### src/rtl/pwr_sel_pkg.sv
package pwr_sel_pkg;
  typedef enum logic [1:0] {
    SRC_NONE = 2'd0,
    SRC_A    = 2'd1,
    SRC_B    = 2'd2
  } src_e;

  typedef enum logic {
    ST_GAP = 1'b0,
    ST_ON  = 1'b1
  } seq_st_e;

  localparam int NUM_SYNC_IN = 8;
endpackage

### src/rtl/pwr_sel_sync.sv
module pwr_sel_sync #(
  parameter int WIDTH  = 8,
  parameter int STAGES = 2
) (
  input  logic             clk,
  input  logic             rst_n,
  input  logic [WIDTH-1:0] d_i,
  output logic [WIDTH-1:0] q_o
);
  logic [WIDTH-1:0] stage_q [STAGES];

  always_ff @(posedge clk or negedge rst_n) begin
    if (!rst_n) stage_q[0] <= '0;
    else        stage_q[0] <= d_i;
  end

  generate
    for (genvar s = 1; s < STAGES; s++) begin : g_stage
      always_ff @(posedge clk or negedge rst_n) begin
        if (!rst_n) stage_q[s] <= '0;
        else        stage_q[s] <= stage_q[s-1];
      end
    end
  endgenerate

  assign q_o = stage_q[STAGES-1];
endmodule

### src/rtl/pwr_sel_pick.sv
module pwr_sel_pick
  import pwr_sel_pkg::*;
(
  input  logic en,
  input  logic sel,
  input  logic pref,
  input  logic va,
  input  logic vb,
  input  logic ova,
  input  logic ovb,
  input  logic tsd,
  output src_e target_o
);
  src_e choice;

  always_comb begin
    choice = SRC_NONE;
    if (en)            choice = sel ? SRC_A : SRC_B;
    else if (va && vb) choice = pref ? SRC_B : SRC_A;
    else if (va)       choice = SRC_A;
    else if (vb)       choice = SRC_B;

    target_o = choice;
    if (tsd)                           target_o = SRC_NONE;
    else if (choice == SRC_A && ova)   target_o = SRC_NONE;
    else if (choice == SRC_B && ovb)   target_o = SRC_NONE;
  end
endmodule

### src/rtl/pwr_sel_seq.sv
module pwr_sel_seq
  import pwr_sel_pkg::*;
#(
  parameter int SEL_DLY_CYC  = 1250,
  parameter int TRAN_DLY_CYC = 2500000
) (
  input  logic clk,
  input  logic rst_n,
  input  src_e target_i,
  output logic sw_a_o,
  output logic sw_b_o
);
  localparam int MAX_DLY = (SEL_DLY_CYC > TRAN_DLY_CYC) ? SEL_DLY_CYC : TRAN_DLY_CYC;
  localparam int CNT_W   = $clog2(MAX_DLY + 1);
  localparam logic [CNT_W-1:0] SEL_LAST  = CNT_W'(SEL_DLY_CYC - 1);
  localparam logic [CNT_W-1:0] TRAN_LAST = CNT_W'(TRAN_DLY_CYC - 1);

  seq_st_e          state_q, state_d;
  src_e             cur_q, cur_d;
  logic [CNT_W-1:0] cnt_q, cnt_d;
  logic             long_q, long_d;
  logic             upd_en;
  logic [CNT_W-1:0] last;

  assign last = long_q ? TRAN_LAST : SEL_LAST;

  always_comb begin
    state_d = state_q;
    cur_d   = cur_q;
    cnt_d   = cnt_q;
    long_d  = long_q;
    upd_en  = 1'b0;
    case (state_q)
      ST_ON: begin
        if (target_i != cur_q) begin
          upd_en  = 1'b1;
          state_d = ST_GAP;
          cur_d   = target_i;
          cnt_d   = '0;
          long_d  = 1'b1;
        end
      end
      default: begin
        if (target_i != cur_q) begin
          upd_en = 1'b1;
          cur_d  = target_i;
          cnt_d  = '0;
        end else if (cur_q != SRC_NONE) begin
          upd_en = 1'b1;
          if (cnt_q == last) begin
            state_d = ST_ON;
            long_d  = 1'b0;
          end else begin
            cnt_d = cnt_q + 1'b1;
          end
        end
      end
    endcase
  end

  always_ff @(posedge clk or negedge rst_n) begin
    if (!rst_n) begin
      state_q <= ST_GAP;
      cur_q   <= SRC_NONE;
      cnt_q   <= '0;
      long_q  <= 1'b0;
    end else if (upd_en) begin
      state_q <= state_d;
      cur_q   <= cur_d;
      cnt_q   <= cnt_d;
      long_q  <= long_d;
    end
  end

  assign sw_a_o = (state_q == ST_ON) && (cur_q == SRC_A);
  assign sw_b_o = (state_q == ST_ON) && (cur_q == SRC_B);
endmodule

### src/rtl/pwr_sel_ctrl.sv
module pwr_sel_ctrl
  import pwr_sel_pkg::*;
#(
  parameter int SEL_DLY_CYC  = 1250,
  parameter int TRAN_DLY_CYC = 2500000,
  parameter int SYNC_STAGES  = 2
) (
  input  logic clk,
  input  logic rst_n,
  input  logic en_i,
  input  logic sel_pin_i,
  input  logic pref_i,
  input  logic valid_a_i,
  input  logic valid_b_i,
  input  logic ov_a_i,
  input  logic ov_b_i,
  input  logic tsd_i,
  output logic sw_a_o,
  output logic sw_b_o,
  output logic sel_pin_o,
  output logic sel_pin_oe_o,
  output logic avail_pull_o
);
  logic [NUM_SYNC_IN-1:0] raw, syn;
  src_e                   target;
  logic                   en_s, sel_s, pref_s, va_s, vb_s, ova_s, ovb_s, tsd_s;

  assign raw = {en_i, sel_pin_i, pref_i, valid_a_i, valid_b_i, ov_a_i, ov_b_i, tsd_i};

  pwr_sel_sync #(.WIDTH(NUM_SYNC_IN), .STAGES(SYNC_STAGES)) u_sync (
    .clk(clk), .rst_n(rst_n), .d_i(raw), .q_o(syn)
  );

  assign {en_s, sel_s, pref_s, va_s, vb_s, ova_s, ovb_s, tsd_s} = syn;

  pwr_sel_pick u_pick (
    .en(en_s), .sel(sel_s), .pref(pref_s), .va(va_s), .vb(vb_s),
    .ova(ova_s), .ovb(ovb_s), .tsd(tsd_s), .target_o(target)
  );

  pwr_sel_seq #(.SEL_DLY_CYC(SEL_DLY_CYC), .TRAN_DLY_CYC(TRAN_DLY_CYC)) u_seq (
    .clk(clk), .rst_n(rst_n), .target_i(target), .sw_a_o(sw_a_o), .sw_b_o(sw_b_o)
  );

  assign sel_pin_oe_o = ~en_s;
  assign sel_pin_o    = sw_a_o;
  assign avail_pull_o = ~(va_s & vb_s);
endmodule

### config.mk
export PLATFORM = sky130hd
export DESIGN_NAME = pwr_sel_ctrl
export DESIGN_NICKNAME = d
export VERILOG_FILES = /design/src/rtl/pwr_sel_pkg.sv /design/src/rtl/pwr_sel_sync.sv /design/src/rtl/pwr_sel_pick.sv /design/src/rtl/pwr_sel_seq.sv /design/src/rtl/pwr_sel_ctrl.sv
export SDC_FILE = /design/constraint.sdc
export NUM_CORES = 1
export LEC_CHECK = 0
export BUFFER_PORTS_ARGS = -buffer_cell sky130_fd_sc_hd__buf_2
export CAP_MARGIN = 20
export CORE_MARGIN = 2
export CORE_UTILIZATION = 45
export DETAILED_ROUTE_END_ITERATION = 7
export PLACE_DENSITY = 0.68
export SETUP_SLACK_MARGIN = 0.4
export SKIP_LAST_GASP = 1
export SYNTH_ARGS = -nofsm -noshare
export SYNTH_HDL_FRONTEND = slang
export SYNTH_SLANG_ARGS = --single-unit
### constraint.sdc
create_clock -name clk -period 2.9 [get_ports clk]
set_input_delay 0.29 -clock clk [delete_from_list [all_inputs] [get_ports clk]]
set_output_delay 0.29 -clock clk [all_outputs]
set_load 0.02 [all_outputs]
== Word level (Yosys, flattened, before mapping) ==
Cells that the tools add are included.

* Register bits: 42
* Input port bits: 10

* $add $sub $neg: 1
* Eq/ne operators: 9
* Muxes and demuxes: 29
* Bitwise operators: 3
* Reduce and logical (&&, ||, !) cells: 11

{| class="wikitable"
|+ Operators with widths
! cell !! count
|-
| $mux 22 || 6
|-
| $add 22x1->22 const B || 1
|-
| $eq 22x22->1 || 1
|-
| $mux 2 || 9
|-
| $mux 1 || 14
|-
| $reduce_bool 2->1 || 3
|-
| $logic_and 1x1->1 || 5
|-
| $reduce_and 5->1 || 1
|-
| $eq 2x1->1 const B || 2
|-
| $eq 2x2->1 const B || 2
|-
| $ne 2x1->1 const B || 2
|-
| $reduce_and 4->1 || 1
|-
| $ne 2x2->1 || 1
|-
| $ne 2x2->1 const B || 1
|-
| $not 1->1 || 2
|-
| $reduce_and 2->1 || 1
|-
| $and 1x1->1 || 1
|}

== Logic depth before layout (Yosys ltp) ==
* Depth in word-level cells: 13
* Mapped depth: 13
* Mapped depth without buffers: 11

== Hierarchy ==
A second synthesis with hierarchy kept.

* Cells, all modules: 193
* Area total of the unflattened synthesis: 2058.2 sq um

{| class="wikitable"
|+ Modules (own cells, without submodules)
! module !! times used !! cells each !! area an instance (sq um) !! sequential area each (sq um)
|-
| pwr_sel_seq || 1 || 157 || 1526.5 || 650.6
|-
| pwr_sel_sync || 1 || 24 || 460.4 || 400.4
|-
| pwr_sel_pick || 1 || 9 || 56.3 || 0.0
|-
| pwr_sel_ctrl || 1 || 3 || 15.0 || 0.0
|}

== Worst setup path before layout ==
OpenSTA, ideal clock, no wires.

* Kind: reg-to-reg
* Start: register u_sync.stage_q (netlist bit u_sync.q_o[7])
* End: register u_seq.cnt_q[19]
* Library setup time: 0.078 ns
* Arrival time: 2.960 ns
* Required time: 2.822 ns
* Slack: -0.138 ns
* Cell stages (with the launch flop): 14
* Path through: dfrtp_1 clkinv_1 a31oi_4 and2_1 buf_6 or2_0 clkbuf_1 nand2_1 ha_1 nor3_2 nand3_1 a2111oi_2 or4b_1 a21oi_1

* Longest elaborated chain between the ends: 10

{| class="wikitable"
|+ Ends and longest elaborated chain
! what !! RTL line !! text
|-
| start: declaration || pwr_sel_sync.sv:10 || <nowiki>logic [WIDTH-1:0] stage_q [STAGES];</nowiki>
|-
| start signal: indexed assignment || pwr_sel_sync.sv:21 || <nowiki>else stage_q[s] <= stage_q[s-1];</nowiki>
|-
| $mux 2 * || pwr_sel_pick.sv:18 || <nowiki>if (en) choice = sel ? SRC_A : SRC_B;</nowiki>
|-
| $eq 2x2->1 || pwr_sel_pick.sv:26 || <nowiki>else if (choice == SRC_B && ovb) target_o = SRC_NONE;</nowiki>
|-
| $logic_and 1x1->1 || pwr_sel_pick.sv:26 ||
|-
| $mux 2 || pwr_sel_pick.sv:26 ||
|-
| $mux 2 * || pwr_sel_pick.sv:25 || <nowiki>else if (choice == SRC_A && ova) target_o = SRC_NONE;</nowiki>
|-
| $mux 2 * || pwr_sel_pick.sv:24 || <nowiki>if (tsd) target_o = SRC_NONE;</nowiki>
|-
| $ne 2x2->1 * || pwr_sel_seq.sv:35, pwr_sel_seq.sv:44 ||
|-
| $mux 1, on equally long branches || pwr_sel_seq.sv:44, pwr_sel_seq.sv:35 ||
|-
| $mux 1 || pwr_sel_seq.sv:33 || <nowiki>case (state_q)</nowiki>
|-
| $reduce_and 4->1 (no source line) || - ||
|-
| end signal: assignment || pwr_sel_seq.sv:70 || <nowiki>cnt_q <= cnt_d;</nowiki>
|-
| end: declaration || pwr_sel_seq.sv:20 || <nowiki>logic [CNT_W-1:0] cnt_q, cnt_d;</nowiki>
|}

Every way passes the cells marked *; elsewhere a longest branch is shown, timed or not.
A chain may end at the register's enable or synchronous reset.

== Worst setup path after layout ==
* Start: register u_sync.stage_q (netlist bit u_sync.q_o[7])
* End: register u_seq.cnt_q[21]

Same word-level chain as after synthesis.

==> metrics.csv <==
metric,value,unit
synth_edf_count,0,
synth_most_common_cell,dfrtp_1,
synthFlopType,dfrtp_1,
io_buffers,14,
seq_area,0.00105,mm2
synth_nets,233,
cpMaxStageDelayCell,or4b_4,
rsz0062_at_grt,yes,
start_util,0.466,
multi_input_area,0.00113,mm2
grt_pass1_wl,8390,um
die_w,74.0,um
r2r_end,u_seq.cnt_q[21],
hold_path_depth,1,
tightest_slew,889,ps
antenna_left,0,
post-route-util,0.544,
htree_num_levels,2,
syn-instance-count,221,
crit_fanout,7,
layout-drive-gt1-share,0.265,
core,0.00472,mm2
setup_viol,0,
dr.pass1.iters,4,
synth_top_area_frac,0.477,
ys_types,61,
ir_worst_vdd,0.347,mV
max_freq,394,MHz
dpl.cell_count,295,
clkTransAtPathRegs,90,ps
min_to,u_sync.stage_q[13],
dpl_worst_slack,165,ps
holdCritPathClass,in2reg,
wirelength,5100,um
syn_avg_cell_area,9.96,um2
clk_latency,310,ps
cp_slowest_stage_delay,500,ps
io_pins,15,
antenna_found_initial,0,
ys_seq_area_frac,0.477,
grt_start_max_net_pins,43,
fin_crit_sh,0.876,
fin_ws,361,ps
vias_per_cell,5.93,
final_nets,256,
flow.area_growth_from_synthesis,16.6,%
critPathKind,reg2reg,
status,"finished, final reports clean",
final-hold-violation-count,0,
yosys_warnings,0,
cts_buffer_depth,2,
grt_pass1_vias,1712,
holdCritStartpoint,pref_i,
required,3140,ps
dr.first_iter.drc_count,130,
worstPathCellList,and2_4 > a31oi_4 > o32a_1 > nand2_2 > nand2_4 > ha_4 > nor3_4 > nand3_2 > a2111oi_4 > or4b_4 > a21oi_2,
max_slew_margin,0.407,
synth_area_leader_cell,dfrtp_1,
cts_tree,yes,
num_vias,1850,
end_kind,register,
place_area,0.00235,mm2
post_drt_wl_per_cell,16.3,um
regToRegSetupSlack,360,ps
overflow,0,
synthTopCellsByArea,"dfrtp_1, a21oi_1, o31ai_1",
gp_congestion,0.861,
design_area,0.00257,mm2
slew_violations,0,
clock_sinks,42,
tns,0,ps
synth-async-reset-ratio,1.00,
regToRegStartpoint,u_sync.q_o[7],
cp.arrival,2780,ps
synth_seq_cells,42,
ys_top_cells_by_count,"dfrtp_1, a21oi_1, nand2_1",
diodes,0,
rows,25,
fp.dieH,74.0,um
syn_area,0.00220,mm2
track_usage,0.206,
cts_root_buffer,clkbuf_8,
min_period,2540,ps
leakage,1.00,nW
powerDensity,444,mW/mm2
drv_cap,0,
dp_hpwl,3540,um
cts_hold_buf,0,
cp-start-kind,register,
reg2reg_depth,11,
drc,0,
nFillCells,423,
dieArea,0.00547,mm2
skew,8.79,ps
cts_made_buffers,5,
fin_cells,312,
==> cell type report <==
| cell class | instances | share of cell area |
|---|---|---|
| Clock inverter | 3 | 0.0102 |
| Timing Repair Buffer | 28 | 0.0672 |
| Multi-Input combinational cell | 159 | 0.440 |
| Tap cell | 67 | 0.0326 |
| Inverter | 8 | 0.0136 |
| Sequential cell | 42 | 0.409 |
| Clock buffer | 5 | 0.0268 |
==> how the worst max path moves through the flow <==
stage	from	endpoint	slack, ps	cells past startpoint
floorplan	u_sync.q_o[7]	u_seq.cnt_q[19]	240	13
global placement	u_sync.q_o[5]	u_seq.cnt_q[21]	260	11
detailed placement	u_sync.q_o[5]	u_seq.cnt_q[21]	160	11
CTS	u_sync.q_o[7]	u_seq.cnt_q[21]	350	11
global route	u_sync.q_o[7]	u_seq.cnt_q[21]	280	11
finish	u_sync.q_o[7]	u_seq.cnt_q[21]	360	11
==> sequential cells by signal (all words and copies together) (netlist names) <==
signal          count
u_sync.stage_q      8
u_seq.state_q       1
u_seq.cur_q         2
u_seq.cnt_q        22
u_sync.q_o          8
u_seq.long_q        1
==> per-layer routing <==
metal	vias to the layer above	global-route usage	wire length, um
li1	886	-	-
met1	899	0.285	2340
met2	50	0.315	2400
met3	15	0.0474	218
met4	0	0.0848	133
met5	-	0	0
==> metrics by stage <==
stage / hold slack, ps / power, mW
final: 82.7 / 1.14
after global placement: 333 / 0.736
after floorplan: -5.59 / 0.694
after detailed placement: 335 / 0.737
after CTS: 69.2 / 1.15
after global routing: 62.1 / 1.20
==> critical path: cells and delay by family, from the launching register on <==
kind	cells	cell delay (ps)
flops	1	440
fa+ha+maj	1	180
compound gates	4	740
simple gates	6	1110
==> cells in the final DEF (no fill, tap or decap), types with 2 or more instances in the layout <==
cell / instances
nor3b_1: 3
nor4_2: 2
clkbuf_8: 5
nand3_2: 2
and3_1: 4
nand2b_1: 2
or3_1: 3
nand2_2: 2
a31oi_1: 4
o22ai_1: 2
o21ai_0: 10
buf_4: 13
nor2_1: 11
nand2_1: 12
a21oi_1: 14
and2_4: 2
dfrtp_1: 42
o31ai_1: 9
nor4b_1: 3
nor3_1: 5
a21oi_2: 3
inv_1: 7
nor2_2: 2
buf_2: 15
o21ai_1: 2
nand4_1: 9
o41ai_1: 2
or4_1: 6
nand3_1: 9
nor4_1: 2
inv_6: 3
and4_1: 2
or4b_4: 2
==> timing repair <==
item / 4_1_cts / 5_1_grt
gates resized for setup: 5 / 9
pin swaps: 6 / 5
setup endpoints to repair: 9 / 17
setup buffers: 6 / 2
==> cell families (layout without fill, tap and decap cells) <==
| group | count (synthesis) | after routing | synth area share |
|---|---|---|---|
| flip-flops | 42 | 42 | 0.477 |
| AO/OA/AOI/OAI | 63 | 63 | 0.207 |
| buffers and inverters | 20 | 44 | 0.0494 |
| AND/OR/NAND/NOR | 93 | 93 | 0.250 |
| multiplexers | 1 | 1 | 0.00455 |
| adder cells (fa/ha/maj) | 2 | 2 | 0.0114 |
==> power by group <==
group / switching (mW) / total, mW / internal [mW]
combinational: 0.0689 / 0.112 / 0.0432
sequential: 0.0192 / 0.625 / 0.605
clock: 0.225 / 0.403 / 0.179
total: 0.313 / 1.14 / 0.827
Power figures use the tool's default switching activity.
